[src/rtl/pit_pkg.sv]
package pit_pkg;

  localparam int BUS_W  = 16;
  localparam int PRE_W  = 4;
  localparam int DIV_W  = 1 << PRE_W;

  // Control bit positions; software and the bench decode these.
  localparam int B_EN   = 0;
  localparam int B_RLD  = 1;
  localparam int B_FLAG = 2;
  localparam int B_IE   = 3;
  localparam int B_OVW  = 4;
  localparam int B_DBG  = 5;
  localparam int B_DOZE = 6;
  localparam int B_PRE  = 8;

  localparam logic [2:0] OFS_CTRL = 3'd0;
  localparam logic [2:0] OFS_MOD  = 3'd2;
  localparam logic [2:0] OFS_CNT  = 3'd4;

  typedef struct packed {
    logic [PRE_W-1:0] pre;
    logic             doze;
    logic             dbg;
    logic             ovw;
    logic             ie;
    logic             flag;
    logic             rld;
    logic             en;
  } pit_ctrl_t;

  // Last prescaler state before a tick: 2^(pre+1) - 1.
  function automatic logic [DIV_W-1:0] div_last(input logic [PRE_W-1:0] pre);
    logic [DIV_W-1:0] ones;
    ones = '1;
    return ones >> (DIV_W - 1 - int'(pre));
  endfunction

  function automatic logic [BUS_W-1:0] ctrl_pack(input pit_ctrl_t c);
    logic [BUS_W-1:0] v;
    v = '0;
    v[B_EN]   = c.en;
    v[B_RLD]  = c.rld;
    v[B_FLAG] = c.flag;
    v[B_IE]   = c.ie;
    v[B_OVW]  = c.ovw;
    v[B_DBG]  = c.dbg;
    v[B_DOZE] = c.doze;
    v[B_PRE +: PRE_W] = c.pre;
    return v;
  endfunction

  // Flag is never taken from the bus; caller supplies the kept value.
  function automatic pit_ctrl_t ctrl_unpack(input logic [BUS_W-1:0] v,
                                            input logic kept_flag);
    pit_ctrl_t c;
    c.en   = v[B_EN];
    c.rld  = v[B_RLD];
    c.flag = kept_flag;
    c.ie   = v[B_IE];
    c.ovw  = v[B_OVW];
    c.dbg  = v[B_DBG];
    c.doze = v[B_DOZE];
    c.pre  = v[B_PRE +: PRE_W];
    return c;
  endfunction

  // True when a new control value differs in anything beyond IE and flag.
  function automatic logic cfg_differs(input pit_ctrl_t a, input pit_ctrl_t b);
    return (a.en != b.en) || (a.rld != b.rld) || (a.ovw != b.ovw) ||
           (a.dbg != b.dbg) || (a.doze != b.doze) || (a.pre != b.pre);
  endfunction

endpackage

[src/rtl/pit_prescaler.sv]
module pit_prescaler
  import pit_pkg::*;
(
  input  logic             clk,
  input  logic             rst_n,
  input  logic             run,
  input  logic             restart,
  input  logic [PRE_W-1:0] pre,
  output logic             tick
);

  logic [DIV_W-1:0] div_q;
  logic             at_last;

  assign at_last = (div_q == div_last(pre));
  assign tick    = run && at_last && !restart;

  always_ff @(posedge clk or negedge rst_n) begin
    if (!rst_n) begin
      div_q <= '0;
    end else if (restart) begin
      div_q <= '0;
    end else if (run) begin
      if (at_last) div_q <= '0;
      else         div_q <= div_q + 1'b1;
    end
  end

endmodule

[src/rtl/pit_downcount.sv]
module pit_downcount #(
  parameter int CNT_W = 16
) (
  input  logic             clk,
  input  logic             rst_n,
  input  logic             tick,
  input  logic             load_en,
  input  logic [CNT_W-1:0] load_val,
  input  logic             reload_mode,
  input  logic [CNT_W-1:0] modulus,
  output logic [CNT_W-1:0] count,
  output logic             expire
);

  localparam logic [CNT_W-1:0] ALL_ONES = '1;

  logic [CNT_W-1:0] restart_val;

  assign expire      = tick && (count == '0) && !load_en;
  assign restart_val = reload_mode ? modulus : ALL_ONES;

  always_ff @(posedge clk or negedge rst_n) begin
    if (!rst_n) begin
      count <= ALL_ONES;
    end else if (load_en) begin
      count <= load_val;
    end else if (expire) begin
      count <= restart_val;
    end else if (tick) begin
      count <= count - 1'b1;
    end
  end

endmodule

[src/rtl/pit_regs.sv]
module pit_regs
  import pit_pkg::*;
#(
  parameter int CNT_W = 16
) (
  input  logic             clk,
  input  logic             rst_n,
  input  logic             wr_en,
  input  logic [2:0]       addr,
  input  logic [BUS_W-1:0] wdata,
  input  logic             expire,
  output pit_ctrl_t        ctrl,
  output logic [CNT_W-1:0] modulus,
  output logic             cfg_restart,
  output logic             mod_wr,
  output logic             mod_load,
  output logic             flag_clr,
  output logic             irq
);

  logic      ctrl_wr;
  pit_ctrl_t ctrl_new;

  assign ctrl_wr     = wr_en && (addr == OFS_CTRL);
  assign mod_wr      = wr_en && (addr == OFS_MOD);
  assign ctrl_new    = ctrl_unpack(wdata, ctrl.flag);
  assign cfg_restart = ctrl_wr && cfg_differs(ctrl_new, ctrl);
  assign mod_load    = mod_wr && ctrl.ovw;
  assign flag_clr    = (ctrl_wr && wdata[B_FLAG]) || mod_wr;

  always_ff @(posedge clk or negedge rst_n) begin
    if (!rst_n) begin
      ctrl <= '0;
    end else begin
      if (ctrl_wr) ctrl <= ctrl_new;
      // expiry wins over a clear landing on the same edge
      ctrl.flag <= (ctrl.flag && !flag_clr) || expire;
    end
  end

  always_ff @(posedge clk or negedge rst_n) begin
    if (!rst_n)      modulus <= '1;
    else if (mod_wr) modulus <= CNT_W'(wdata);
  end

  assign irq = ctrl.flag && ctrl.ie;

endmodule

[src/rtl/pit_timer.sv]
module pit_timer
  import pit_pkg::*;
#(
  parameter int CNT_W = 16
) (
  input  logic             clk,
  input  logic             rst_n,
  input  logic             bus_wr,
  input  logic [2:0]       bus_addr,
  input  logic [15:0]      bus_wdata,
  output logic [15:0]      bus_rdata,
  output logic             irq
);

  pit_ctrl_t        ctrl;
  logic [CNT_W-1:0] modulus;
  logic [CNT_W-1:0] count;
  logic             cfg_restart;
  logic             mod_wr;
  logic             mod_load;
  logic             flag_clr;
  logic             tick;
  logic             expire;

  pit_regs #(.CNT_W(CNT_W)) u_regs (
    .clk        (clk),
    .rst_n      (rst_n),
    .wr_en      (bus_wr),
    .addr       (bus_addr),
    .wdata      (bus_wdata),
    .expire     (expire),
    .ctrl       (ctrl),
    .modulus    (modulus),
    .cfg_restart(cfg_restart),
    .mod_wr     (mod_wr),
    .mod_load   (mod_load),
    .flag_clr   (flag_clr),
    .irq        (irq)
  );

  pit_prescaler u_pre (
    .clk    (clk),
    .rst_n  (rst_n),
    .run    (ctrl.en),
    .restart(cfg_restart),
    .pre    (ctrl.pre),
    .tick   (tick)
  );

  pit_downcount #(.CNT_W(CNT_W)) u_cnt (
    .clk        (clk),
    .rst_n      (rst_n),
    .tick       (tick),
    .load_en    (mod_load),
    .load_val   (CNT_W'(bus_wdata)),
    .reload_mode(ctrl.rld),
    .modulus    (modulus),
    .count      (count),
    .expire     (expire)
  );

  always_comb begin
    unique case (bus_addr)
      OFS_CTRL: bus_rdata = ctrl_pack(ctrl);
      OFS_MOD:  bus_rdata = BUS_W'(modulus);
      OFS_CNT:  bus_rdata = BUS_W'(count);
      default:  bus_rdata = '0;
    endcase
  end

endmodule

[config.mk]
export PLATFORM = sky130hd
export DESIGN_NAME = pit_timer
export DESIGN_NICKNAME = d
export VERILOG_FILES = /design/src/rtl/pit_pkg.sv /design/src/rtl/pit_prescaler.sv /design/src/rtl/pit_downcount.sv /design/src/rtl/pit_regs.sv /design/src/rtl/pit_timer.sv
export SDC_FILE = /design/constraint.sdc
export NUM_CORES = 1
export LEC_CHECK = 0
export ABC_AREA = 0
export BUFFER_PORTS_ARGS = -buffer_cell sky130_fd_sc_hd__buf_2
export CAP_MARGIN = 20
export CELL_PAD_IN_SITES_DETAIL_PLACEMENT = 0
export CELL_PAD_IN_SITES_GLOBAL_PLACEMENT = 1
export CORE_UTILIZATION = 25
export CTS_BUF_LIST = sky130_fd_sc_hd__clkbuf_16
export DETAILED_ROUTE_END_ITERATION = 10
export GPL_ROUTABILITY_DRIVEN = 0
export GPL_TIMING_DRIVEN = 1
export PLACE_DENSITY = 0.46
export SYNTH_ARGS = -nofsm -noshare
export SYNTH_HDL_FRONTEND = slang
export SYNTH_SLANG_ARGS = --single-unit
export TNS_END_PERCENT = 50
[constraint.sdc]
create_clock -name clk -period 7.3 [get_ports clk]
set_clock_uncertainty 0.05 [all_clocks]
set_input_delay 0 -clock clk [delete_from_list [all_inputs] [get_ports clk]]
set_output_delay 0 -clock clk [all_outputs]
set_load 0.01 [all_outputs]
## Yosys cells after proc, flatten, opt, wreduce, memory -nomap -nowiden

Cells that the tools add are included.
W data, S select, Z words.

- Output and inout bits: 17
- Flip-flop bits (word level): 59
- Input port bits: 22
- Word-level logic and storage cells: 57

- Muxes and demuxes: 8
- Equality and inequality tests: 9
- Add/sub/neg operators: 3
- Shifts and indexed selects: 1
- Reductions and logical operators: 25

Operators with widths:

| kind | count |
|---|---|
| $mux W16 | 7 |
| $pmux W16 S3 | 1 |
| $shr A16 B32 Y16 const A | 1 |
| $add A16 B1 Y16 const B | 1 |
| $eq A16 B16 Y1 | 1 |
| $logic_not A16 Y1 | 1 |
| $sub A16 B1 Y16 const B | 1 |
| $logic_and A1 B1 Y1 | 11 |
| $logic_or A1 B1 Y1 | 7 |
| $ne A1 B1 Y1 | 5 |
| $sub A4 B4 Y5 const A | 1 |
| $ne A4 B4 Y1 | 1 |
| $eq A3 B2 Y1 const B | 1 |
| $eq A3 B3 Y1 const B | 1 |
| $logic_not A1 Y1 | 3 |
| $logic_not A3 Y1 | 1 |
| $reduce_bool A3 Y1 | 1 |
| $reduce_bool A2 Y1 | 1 |

## Depth between registers and ports, before layout

- Depth in word-level cells: 13
- Mapped depth: 12
- Gate-level depth less buffers: 9

## By module

From an unflattened synthesis, not the netlist that was laid out.

- Cell total of the unflattened synthesis: 456
- Area, all modules: 4242.8 um^2

Modules (own cells, without submodules):

| module | area an instance (um^2) | times used | cells each | sequential area each (um^2) |
|---|---|---|---|---|
| pit_prescaler | 1307.5 | 1 | 165 | 400.4 |
| pit_downcount | 1270.0 | 1 | 151 | 420.4 |
| pit_regs | 1241.2 | 1 | 77 | 695.7 |
| pit_timer | 424.2 | 1 | 63 | 0.0 |

## Least setup slack after synthesis

Ideal clock, no wire load.

- Path kind: reg2reg
- Start: register u_regs.ctrl[7] (netlist name)
- End: register u_cnt.count[12]
- Arrival: 2.295 ns
- Data required time: 7.173 ns
- Period minus slack after synthesis: 2.422 ns
- Setup slack: 4.878 ns
- Path buffers: 1
- Library setup time: 0.077 ns
- Cell stages (with the launch flop): 9
- Cell sequence: dfrtp_1 -> buf_4 -> nor4b_1 -> o311a_1 -> a311oi_1 -> nor4_2 -> nand2_2 -> or4_1 -> a31oi_1

- Word-level cells in the longest chain between the ends: 9
- Elaborated cells between the ends (all ways): 14
- Classes of those cells: add/sub: 1; eq/ne: 2; shift: 1; mux: 2; reduce/logical: 8

Ends and longest elaborated chain:

| item | line | source |
|---|---|---|
| $sub A4 B4 Y5 or $ne A4 B4 Y1 (tied branches) | pit_pkg.sv:36, pit_pkg.sv:71 |  |
| $shr A16 B32 Y16 or $logic_or A1 B1 Y1 (tied branches) | pit_pkg.sv:36, pit_pkg.sv:71 |  |
| $eq A16 B16 Y1 or $logic_and A1 B1 Y1 (tied branches) | pit_prescaler.sv:15, pit_regs.sv:27 |  |
| $logic_and A1 B1 Y1 or $logic_not A1 Y1 (tied branches) | pit_prescaler.sv:16 | `assign tick = run && at_last && !restart;` |
| $logic_and A1 B1 Y1 * | pit_prescaler.sv:16 |  |
| $logic_and A1 B1 Y1 (2 in series) | pit_downcount.sv:19 | `assign expire = tick && (count == '0) && !load_en;` |
| $mux W16 | pit_downcount.sv:27 | `end else if (expire) begin` |
| $mux W16 | pit_downcount.sv:25 | `end else if (load_en) begin` |
| to (signal assigned) | pit_downcount.sv:26 | `count <= load_val;` |
| to (signal assigned) | pit_downcount.sv:28 | `count <= restart_val;` |
| to (signal assigned) | pit_downcount.sv:30 | `count <= count - 1'b1;` |
| to (decl) | pit_downcount.sv:11 | `output logic [CNT_W-1:0] count,` |

Mark *: on every way between the ends. The rest lies on a longest branch, timed or not.
A chain may end at the register's enable or synchronous reset.

## Final worst setup path

- Start: register u_regs.ctrl[10] (netlist name)
- End: register u_cnt.count[10]

- Word-level cells in the longest chain between the ends: 9
- Elaborated cells between the ends (all ways): 14
- Classes of those cells: add/sub: 1; eq/ne: 2; shift: 1; mux: 2; reduce/logical: 8

Ends and longest elaborated chain:

| item | line |
|---|---|
| $sub A4 B4 Y5 or $ne A4 B4 Y1 (tied branches) | pit_pkg.sv:36, pit_pkg.sv:71 |
| $shr A16 B32 Y16 or $logic_or A1 B1 Y1 (tied branches) | pit_pkg.sv:36, pit_pkg.sv:71 |
| $eq A16 B16 Y1 or $logic_and A1 B1 Y1 (tied branches) | pit_prescaler.sv:15, pit_regs.sv:27 |
| $logic_and A1 B1 Y1 or $logic_not A1 Y1 (tied branches) | pit_prescaler.sv:16 |
| $logic_and A1 B1 Y1 * | pit_prescaler.sv:16 |
| $logic_and A1 B1 Y1 (2 in series) | pit_downcount.sv:19 |
| $mux W16 | pit_downcount.sv:27 |
| $mux W16 | pit_downcount.sv:25 |

Marked as above.

==> flow_summary_export.csv <==
group,metric,value,unit
detailed_routing,drcViolationCount,0,
die,initial_utilization,0.256,
critical_path,cp-startpoint,"u_regs.ctrl[10]$_DFFE_PN0P_",
critical_path,crit_path_max_fanout,24,
die,rows,45,
clock_network,cts_made_buffers,9,
yosys,ys_async_sr_fraction,1.00,
sta,finalSetupViolCount,0,
die,die_h,127,µm
finish,nFillCells,1631,
finish,drive_gt1_frac,0.248,
clock_network,cts_resized,0,
critical_path,regToRegSetupSlack,4.08,ns
detailed_routing,route.vias.total,3366,
critical_path,cp_data_arrival_time,3.42,ns
die,core_area,15200,µm²
die,io_pins,39,
finish,seqCellArea,1520,µm²
sta,tightest_slew,0.958,ns
clock_network,cts_max_path_buffers,2,
placed_design,portBuffers,38,
finish,utilization,0.312,
global_route,grt.overflow.total,0,
yosys,synthFlopType,"dfstp_2",
global_route,grt.total_usage,0.162,
yosys,synth.distinct_cells,65,
clock_network,cts_root_buf,"clkbuf_16",
yosys,netlist.area_leader.share,0.216,
power_and_ir_drop,ir_drop,0.110,mV
yosys,synth_top_area_cell,"dfstp_2",
sta,fin_crit_sh,0.441,
yosys,synth_edf_count,0,
detailed_routing,wl_met1,6.52,mm
finish,finish.net_count,507,
detailed_routing,routed_wl,12.1,mm
critical_path,r2r-start,"u_regs.ctrl[10]$_DFFE_PN0P_",
yosys,syn_nets,462,
critical_path,crit_slowest_cell,"dfrtp_1",
detailed_routing,wl_met3,356,µm
power_and_ir_drop,report.power.total,1.33,mW
clock_network,cts.sinks,59,
finish,antenna_cells,0,
run_status,outcome,"complete, no violations",
global_route,first_global_vias,3244,
power_and_ir_drop,power_density,282,nW/µm²
detailed_routing,ant_nets,0,
sta,finalMaxSlewViolations,0,
yosys,synth_area_leaders,"dfstp_2, dfrtp_1, mux2_2",
sta,fmax,311,MHz
yosys,synthCells,438,
detailed_routing,wl_met2,5.08,mm
hold_path,hold_class,"primary input to flop",
yosys,yosys_warnings,0,
placed_design,dp.cells,643,
placed_design,hpwlAfterDp,8.26,mm
sta,setup_tns,0,ns
flow_run,cap_violations,0,
clock_network,cts_setup_buffers,0,
critical_path,cpPeakStageDelay,0.62,ns
sta,hold-worst-slack,0.261,ns
critical_path,ff2ff_path_depth,7,
die,dieArea,16100,µm²
finish,multi_input_area,2250,µm²
critical_path,critPathBufInv,0,
critical_path,cp-start-kind,"flop",
critical_path,end_kind,"flop",
detailed_routing,topRoutingLayerUsed,"met4",
global_route,grt_pass1_wl,19.6,mm
finish,layoutNonFillerInstCount,676,
critical_path,critPathTopFamily,"simple AND/OR/NAND/NOR gates",
die,die_w,127,µm
critical_path,cp.required,7.50,ns
detailed_routing,drt_pass1_iterations,4,
detailed_routing,drtIter0Drc,152,
finish,final_common_cell,"nor2_1",
critical_path,crit_end,"u_cnt.count[10]$_DFFE_PN1P_",
detailed_routing,wl_per_cell,17.9,µm
yosys,syn_area,3890,µm²
detailed_routing,vias_per_cell,4.98,
critical_path,worst_r2r_endpoint,"u_cnt.count[10]$_DFFE_PN1P_",
clock_network,cts_htree_levels,3,
critical_path,path_class,"flop to flop",
clock_network,cts_tree,"yes",
global_route,grt_max_degree,60,
yosys,syn_avg_cell_area,8.89,µm²
critical_path,worstPathCellList,"nor4b_1 -> o311a_1 -> a311oi_1 -> nor4_2 -> nand3_2 -> or3_1 -> a31oi_1",
finish,mostFrequentLayoutCells,"nor2_1, nand2_1, buf_2, dfstp_2, dfrtp_1",
yosys,ys_seq_elements,59,
clock_network,clk_latency,0.33,ns
critical_path,crit_cells,7,
finish,syn_to_final_growth,21.7,%
sta,rsz0062_at_grt,"false",
sta,final_period_minus_worst_setup_slack,3.22,ns
yosys,yosysSeqAreaShare,0.390,
clock_network,clk_pin_slew,0.05,ns
sta,slew_headroom,0.360,
sta,finalHoldViolCount,0,
global_route,antenna_found_initial,0,
power_and_ir_drop,leakagePower,1.93,nW
-- routing by layer --
metal	up-vias	track usage
met4	0	0.0588
li1	1677	-
met3	10	0.0245
met1	1629	0.245
met2	50	0.229
met5	-	0
-- power by group --
group	switching, mW	total [mW]	internal (mW)
Combinational	0.164	0.319	0.155
Sequential	0.122	0.567	0.445
Clock	0.153	0.448	0.294
Total	0.440	1.33	0.894
-- per-stage QoR --
| step | setup slack (ns) | area (µm²) |
|---|---|---|
| 2_1_floorplan | 4.88 | 3890 |
| 3_3_place_gp | 4.17 | 4260 |
| 3_5_place_dp | 4.08 | 4260 |
| 4_1_cts | 4.06 | 4740 |
| 5_1_grt | 3.71 | 4740 |
| 6_report | 4.08 | 4740 |
-- cell families after synthesis --
logic type | synth area share
buffers and inverters | 0.0395
multiplexers | 0.108
flip-flops | 0.390
adder cells (fa/ha/maj) | 0.00643
AND/OR/NAND/NOR | 0.242
AO/OA/AOI/OAI | 0.154
XOR/XNOR | 0.0608
-- state kept, by name, summed over array words and instances (netlist names) --
name and count:
u_regs.modulus 16, u_cnt.count 16, u_pre.div_q 16, u_regs.ctrl 11
-- worst register-to-register path: stages (launching register included) --
cell,delay (ns)
dfrtp_1,0.62
nor4b_1,0.39
o311a_1,0.19
a311oi_1,0.05
nor4_2,0.57
nand3_2,0.57
or3_1,0.52
a31oi_1,0.18
-- worst min path at each step --
stage	to	slack, ns	cells after the start	start
3_3_place_gp	u_cnt.count[14]$_DFFE_PN1P_	0.18	3	bus_wdata[14]
4_1_cts	u_regs.ctrl[9]$_DFFE_PN0P_	0.26	4	bus_wr
6_report	u_regs.ctrl[9]$_DFFE_PN0P_	0.26	4	bus_wr
2_1_floorplan	u_pre.div_q[0]$_DFFE_PN0P_	-0.35	0	rst_n
3_5_place_dp	u_cnt.count[14]$_DFFE_PN1P_	0.18	3	bus_wdata[14]
5_1_grt	u_regs.ctrl[9]$_DFFE_PN0P_	0.27	4	bus_wr
-- area by class of cell --
| type | count | area share |
|---|---|---|
| multi-input cells | 344 | 0.474 |
| flip-flops and latches | 59 | 0.320 |
| repair buffers | 60 | 0.0840 |
| well taps | 188 | 0.0497 |
| clock buffers | 9 | 0.0475 |
| clock inverters | 7 | 0.0174 |
| inverters | 9 | 0.00713 |
-- cells in the mapped netlist, types with 6 or more instances --
cell      count
nor2_1       68
nand2_1      40
dfstp_2      32
dfrtp_1      27
mux2_2       24
a21oi_1      22
xnor2_1      17
a31oi_1      15
mux2i_1      15
nand3_1      15
clkbuf_1     13
o21ai_0      12
nor3_1       11
xor2_1       10
buf_2         9
nor3b_1       9
inv_1         8
a211o_1       6
nand4_1       6
-- repair_timing --
action	in CTS	in global routing
endpoints found under the hold margin	70	0
endpoints found under the setup margin	0	0
hold buffers	17	0
Power figures use the tool's default switching activity.
